File: src/rtl/pdp_mac_pkg.sv
package pdp_mac_pkg;

    typedef enum logic [1:0] {
        PH_FILL = 2'd0,
        PH_MUL  = 2'd1,
        PH_PADW = 2'd2,
        PH_TAG  = 2'd3
    } phase_e;

endpackage

File: src/rtl/pdp_elem_former.sv
// Packs bytes into field elements and inserts the trailing padding.
module pdp_elem_former #(
    parameter int W = 256
) (
    input  logic         clk,
    input  logic         rst_n,
    input  logic         en,
    input  logic         in_valid,
    input  logic [7:0]   in_byte,
    input  logic         in_last,
    input  logic         take,
    output logic         in_ready,
    output logic         elem_valid,
    output logic [W-1:0] elem,
    output logic         elem_second,
    output logic         elem_final
);
    localparam int EB = W / 8;
    localparam int IW = $clog2(EB);

    typedef struct packed {
        logic [W-1:0] shreg;
        logic [IW:0]  pos;
        logic         full;
        logic         second;
        logic         fin;
        logic         pad_on;
        logic         one_due;
    } st_t;

    st_t q, d;
    logic       step;
    logic [7:0] byte_v;

    always_comb begin
        d      = q;
        step   = en && !q.full && (q.pad_on || in_valid);
        byte_v = q.pad_on ? {7'd0, q.one_due} : in_byte;
        if (take && q.full) begin
            d.full = 1'b0;
            if (q.fin) begin
                d.pad_on = 1'b0;
            end
        end
        if (step) begin
            d.shreg[{q.pos[IW-1:0], 3'b000} +: 8] = byte_v;
            d.pos = q.pos + 1'b1;
            if (q.pad_on) begin
                d.one_due = 1'b0;
            end else if (in_last) begin
                d.pad_on  = 1'b1;
                d.one_due = 1'b1;
            end
            if (&q.pos[IW-1:0]) begin
                d.full   = 1'b1;
                d.second = q.pos[IW];
                d.fin    = q.pos[IW] & q.pad_on;
            end
        end
    end

    always_ff @(posedge clk) begin
        if (!rst_n) begin
            q <= '0;
        end else begin
            q <= d;
        end
    end

    assign in_ready    = en && !q.full && !q.pad_on;
    assign elem_valid  = q.full;
    assign elem        = q.shreg;
    assign elem_second = q.second;
    assign elem_final  = q.fin;

endmodule

File: src/rtl/pdp_gf_mul.sv
// Bit-serial GF(2^W) multiplier, multiplier operand scanned from the top bit.
module pdp_gf_mul #(
    parameter int           W    = 256,
    parameter logic [W-1:0] POLY = 'h425
) (
    input  logic         clk,
    input  logic         rst_n,
    input  logic         start,
    input  logic [W-1:0] a,
    input  logic [W-1:0] b,
    output logic         busy,
    output logic         done,
    output logic [W-1:0] prod
);
    localparam int CW = $clog2(W);

    typedef struct packed {
        logic [W-1:0]  a_r;
        logic [W-1:0]  b_r;
        logic [W-1:0]  acc;
        logic [CW-1:0] cnt;
        logic          busy;
        logic          done;
    } st_t;

    st_t q, d;
    logic [W-1:0] nxt;

    always_comb begin
        d      = q;
        d.done = 1'b0;
        nxt    = {q.acc[W-2:0], 1'b0} ^ (q.acc[W-1] ? POLY : '0);
        if (q.b_r[W-1]) begin
            nxt = nxt ^ q.a_r;
        end
        if (start && !q.busy) begin
            d.a_r  = a;
            d.b_r  = b;
            d.acc  = '0;
            d.cnt  = '0;
            d.busy = 1'b1;
        end else if (q.busy) begin
            d.acc = nxt;
            d.b_r = {q.b_r[W-2:0], 1'b0};
            d.cnt = q.cnt + 1'b1;
            if (q.cnt == CW'(W - 1)) begin
                d.busy = 1'b0;
                d.done = 1'b1;
            end
        end
    end

    always_ff @(posedge clk) begin
        if (!rst_n) begin
            q <= '0;
        end else begin
            q <= d;
        end
    end

    assign busy = q.busy;
    assign done = q.done;
    assign prod = q.acc;

endmodule

File: src/rtl/pdp_mac.sv
module pdp_mac
    import pdp_mac_pkg::*;
#(
    parameter int           W    = 256,
    parameter logic [W-1:0] POLY = 'h425
) (
    input  logic         clk,
    input  logic         rst_n,
    input  logic         msg_valid,
    output logic         msg_ready,
    input  logic [7:0]   msg_byte,
    input  logic         msg_last,
    input  logic         key_valid,
    output logic         key_ready,
    input  logic [W-1:0] key_word,
    input  logic         pad_valid,
    output logic         pad_ready,
    input  logic [W-1:0] pad_word,
    output logic         tag_valid,
    input  logic         tag_ready,
    output logic [W-1:0] tag
);
    typedef struct packed {
        phase_e       phase;
        logic [W-1:0] opa;
        logic [W-1:0] acc;
        logic [W-1:0] tag;
        logic         fin;
    } st_t;

    st_t q, d;

    logic         elem_valid, elem_second, elem_final;
    logic [W-1:0] elem, sum, prod;
    logic         take, mul_start, mul_busy, mul_done;

    pdp_elem_former #(.W(W)) u_former (
        .clk        (clk),
        .rst_n      (rst_n),
        .en         (q.phase == PH_FILL),
        .in_valid   (msg_valid),
        .in_byte    (msg_byte),
        .in_last    (msg_last),
        .take       (take),
        .in_ready   (msg_ready),
        .elem_valid (elem_valid),
        .elem       (elem),
        .elem_second(elem_second),
        .elem_final (elem_final)
    );

    assign key_ready = (q.phase == PH_FILL) && elem_valid && !mul_busy;
    assign take      = key_valid && key_ready;
    assign sum       = elem ^ key_word;
    assign mul_start = take && elem_second;

    pdp_gf_mul #(.W(W), .POLY(POLY)) u_mul (
        .clk  (clk),
        .rst_n(rst_n),
        .start(mul_start),
        .a    (q.opa),
        .b    (sum),
        .busy (mul_busy),
        .done (mul_done),
        .prod (prod)
    );

    always_comb begin
        d = q;
        case (q.phase)
            PH_FILL: begin
                if (take) begin
                    if (!elem_second) begin
                        d.opa = sum;
                    end else begin
                        d.phase = PH_MUL;
                        d.fin   = elem_final;
                    end
                end
            end
            PH_MUL: begin
                if (mul_done) begin
                    d.acc   = q.acc ^ prod;
                    d.phase = q.fin ? PH_PADW : PH_FILL;
                end
            end
            PH_PADW: begin
                if (pad_valid) begin
                    d.tag   = q.acc ^ pad_word;
                    d.acc   = '0;
                    d.phase = PH_TAG;
                end
            end
            default: begin
                if (tag_ready) begin
                    d.phase = PH_FILL;
                end
            end
        endcase
    end

    always_ff @(posedge clk) begin
        if (!rst_n) begin
            q <= '0;
        end else begin
            q <= d;
        end
    end

    assign pad_ready = (q.phase == PH_PADW);
    assign tag_valid = (q.phase == PH_TAG);
    assign tag       = q.tag;

endmodule

File: config.mk
export PLATFORM = sky130hd
export DESIGN_NAME = pdp_mac
export DESIGN_NICKNAME = d
export VERILOG_FILES = /design/src/rtl/pdp_mac_pkg.sv /design/src/rtl/pdp_elem_former.sv /design/src/rtl/pdp_gf_mul.sv /design/src/rtl/pdp_mac.sv
export SDC_FILE = /design/constraint.sdc
export NUM_CORES = 2
export LEC_CHECK = 0
export BUFFER_PORTS_ARGS = -buffer_cell sky130_fd_sc_hd__buf_4
export CORE_MARGIN = 5
export CORE_UTILIZATION = 41
export DETAILED_ROUTE_END_ITERATION = 6
export PLACE_DENSITY = 0.68
export SLEW_MARGIN = 20
export SYNTH_ARGS = -nofsm -noshare
export SYNTH_HDL_FRONTEND = slang
export SYNTH_SLANG_ARGS = --single-unit
File: constraint.sdc
create_clock -name clk -period 7.45 [get_ports clk]
set_input_delay 0.745 -clock clk [delete_from_list [all_inputs] [get_ports clk]]
set_output_delay 0.745 -clock clk [all_outputs]
set_load 0.03 [all_outputs]
==> run metrics <==
critical path class flop to flop; Critical Path Fanout Max 195; drt drc 0; Post-synth EDFFs 0; area delta synth->final 15.8%; DRT Pass-1 Iters 7; htree depth 4; R2R setup slack 3.70 ns; Post-synth top cells 1816 x dfxtp_1, 1348 x nand2_1, 1062 x nor2_1; placed cell area 81100 um2; Die X-Extent 440 um; Cell Rows 157; postcts setup bufs 0; Worst Tran Pin Value 1.64 ns; Detailed Route WL around 230 mm; GRT Util Overall 0.227; Starting Density 0.413; Period minus WS final about 3.8 ns; max_cap viols 0; Ports roughly 800; Area contributors post-synth dfxtp_1 48%, xor2_1 7.0%, a211oi_1 6.7%; most frequent cell after synthesis dfxtp_1; die area 194000 um2; hold-critical path depth 3; Hold Path Class input pin to flop; clock tree sinks 1816; Syn Nets 9033; Critical Path RT 8.18 ns; Power Density 234 nW/um2; dominant synthesized flop cell dfxtp_1; Root Driver clkbuf_16; Clock Latency Late Sink 0.84 ns; first-pass GRT wire length between 300 and 400 mm; R2R depth 5; Worst path depth 5; final setup TNS 0 ns; Resize count post-CTS 0; Syn Std Cell Area 75900 um2; Max Clock Freq 266 MHz; # setup viols final 0; largest net degree at the start of global routing approximately 260; fin crit share 0.504; vias between 50000 and 60000; asr flop ratio synth 0; Slowest-stage cell, CP and3_4; DR WL/cell 20.3 um; status complete, but fails checks; hold buffers post-CTS 0; post-DP HPWL 162 mm; failing checks slew limit; DRT iter0 DRCs 4274; total core area 183000 um2; Peak VDD IR roughly 0.21 mV; Synth top area share 0.479; Buf+Inv Stages, Crit Path 1; Worst setup SP type flop; CTS max path bufs 3; total CTS buffers 190; Synth Instances 8499; initial antenna violation count 59; Reg clk slew, reported paths 0.06 ns; DRT antenna net count 0; Inst Count DP 10910; Yosys reg bits 1816; Final Hold Viols 0; Overflow after GRT 0; final instance area between 80000 and 90000 um2; Worst EP arrival between 4 and 5 ns; GP Congestion approximately 0.86; port bufs 786; syn_area_per_cell roughly 9 um2; Nets 9175; via-per-instance ratio 5.13; vias in the first global route 55031; CP delay by family, top simple AND/OR/NAND/NOR gates; Ys Warns 0; Fillers 17315; layout cell share with drive strength beyond 1 0.137; Finished Layout Cells between 10000 and 15000; sequential-to-total area share from yosys stat 0.479; CP endpoint kind flop; Slew Limit Fails 158; RSZ-0062 raised after global routing no; Cell Chain, Critical Path nor4b_2 -> and3_4 -> buf_12 -> nand2b_1 -> a31oi_1; Leak Pwr 30.7 nW; area leader, netlist dfxtp_1; clock skew roughly 0.063 ns; CP peak stage delay 0.92 ns; count of unique library cells instantiated by Yosys 51; Worst slew margin -0.0956; CTS tree done; Die Y 440 um
path summary, 6_finish.rpt:
check / from / to
setup / recovery: u_mul.busy / u_mul.q[317]
hold / removal: msg_last / u_former.q[1]
setup reg to reg: u_mul.busy / u_mul.q[317]
hold reg to reg: q[626] / u_mul.q[635]
cell usage in the layout (no fill, tap or decap), drive strengths merged, types with 21 or more instances in the layout:
cell type and instances:
nand3 21, diode 44, buf 833, a21oi 353, dfxtp 1816, xor2 607
nand2 1348, mux2i 351, clkbuf 277, nand3b 166, o21ai 264, a22oi 90
clkinv 43, nand2b 166, nor2 1063, a211oi 682, xnor2 435, a31oi 168
registers in the layout (all words and copies together) (netlist names):
| name | cells |
|---|---|
| u_former.elem_final | 1 |
| u_former.elem | 256 |
| u_mul.prod | 256 |
| u_mul.q | 520 |
| u_former.q | 8 |
| u_former.elem_second | 1 |
| tag | 256 |
| u_mul.done | 1 |
| q | 515 |
| u_mul.busy | 1 |
| u_former.elem_valid | 1 |
layer usage:
metal  routed length [um]  up-vias  GRT usage  share of wire
li1                     -    28585          -              -
met1                95600    27453      0.282           0.42
met2               111000     1524      0.378           0.48
met3                11700      429     0.0374          0.051
met4                11300       14      0.123          0.049
met5                   89        -          0        0.00039
where the power goes:
part | leakage [nW] | switching, W | internal (W) | total [W]
logic | 12.9 | 0.000554 | 0.000354 | 0.000909
registers | 14.6 | 0.0000148 | 0.00972 | 0.00973
clock network | 3.24 | 0.00414 | 0.00576 | 0.00989
total | 30.7 | 0.00470 | 0.0158 | 0.0205
final cells by class:
| class | instances | area, um2 | area share |
|---|---|---|---|
| repair buffers | 833 | 6490 | 0.0738 |
| clock buffers | 277 | 5600 | 0.0638 |
| multi-input cells | 5795 | 35200 | 0.400 |
| clock inverters | 74 | 1020 | 0.0116 |
| diodes | 44 | 110 | 0.00125 |
| inverters | 5 | 26.3 | 0.000299 |
| flip-flops and latches | 1816 | 36400 | 0.414 |
| well taps | 2464 | 3080 | 0.0351 |
tightest hold or removal path: cells and delay by family:
kind | cells | cell delay, ns
buffers and inverters | 1 | 0.09
and+or+nand+nor | 1 | 0.09
AOI/OAI and AO/OA | 1 | 0.05
kinds of logic (layout without fill, tap and decap cells):
group / count (synthesis) / after routing / synth area share
buffers and inverters: 888 / 1189 / 0.0580
AOI/OAI and AO/OA: 1577 / 1577 / 0.137
other: 0 / 44 / 0
and+or+nand+nor: 2816 / 2816 / 0.158
xor gates and xnor gates: 1042 / 1042 / 0.120
muxes: 353 / 353 / 0.0466
adders and majority gates: 7 / 7 / 0.00115
DFF: 1816 / 1816 / 0.479
through the flow:
stage / worst slack [ns] / power, W / util / hold slack (ns)
2_1_floorplan: 4.56 / 0.0104 / - / 0.431
3_3_place_gp: 3.90 / 0.0108 / 0.442 / 0.436
3_5_place_dp: 3.81 / 0.0109 / 0.442 / 0.443
4_1_cts: 3.75 / 0.0207 / 0.478 / 0.107
5_1_grt: 3.44 / 0.0212 / 0.479 / 0.152
6_report: 3.70 / 0.0205 / 0.479 / 0.172
(Power assumes the default switching activity.)
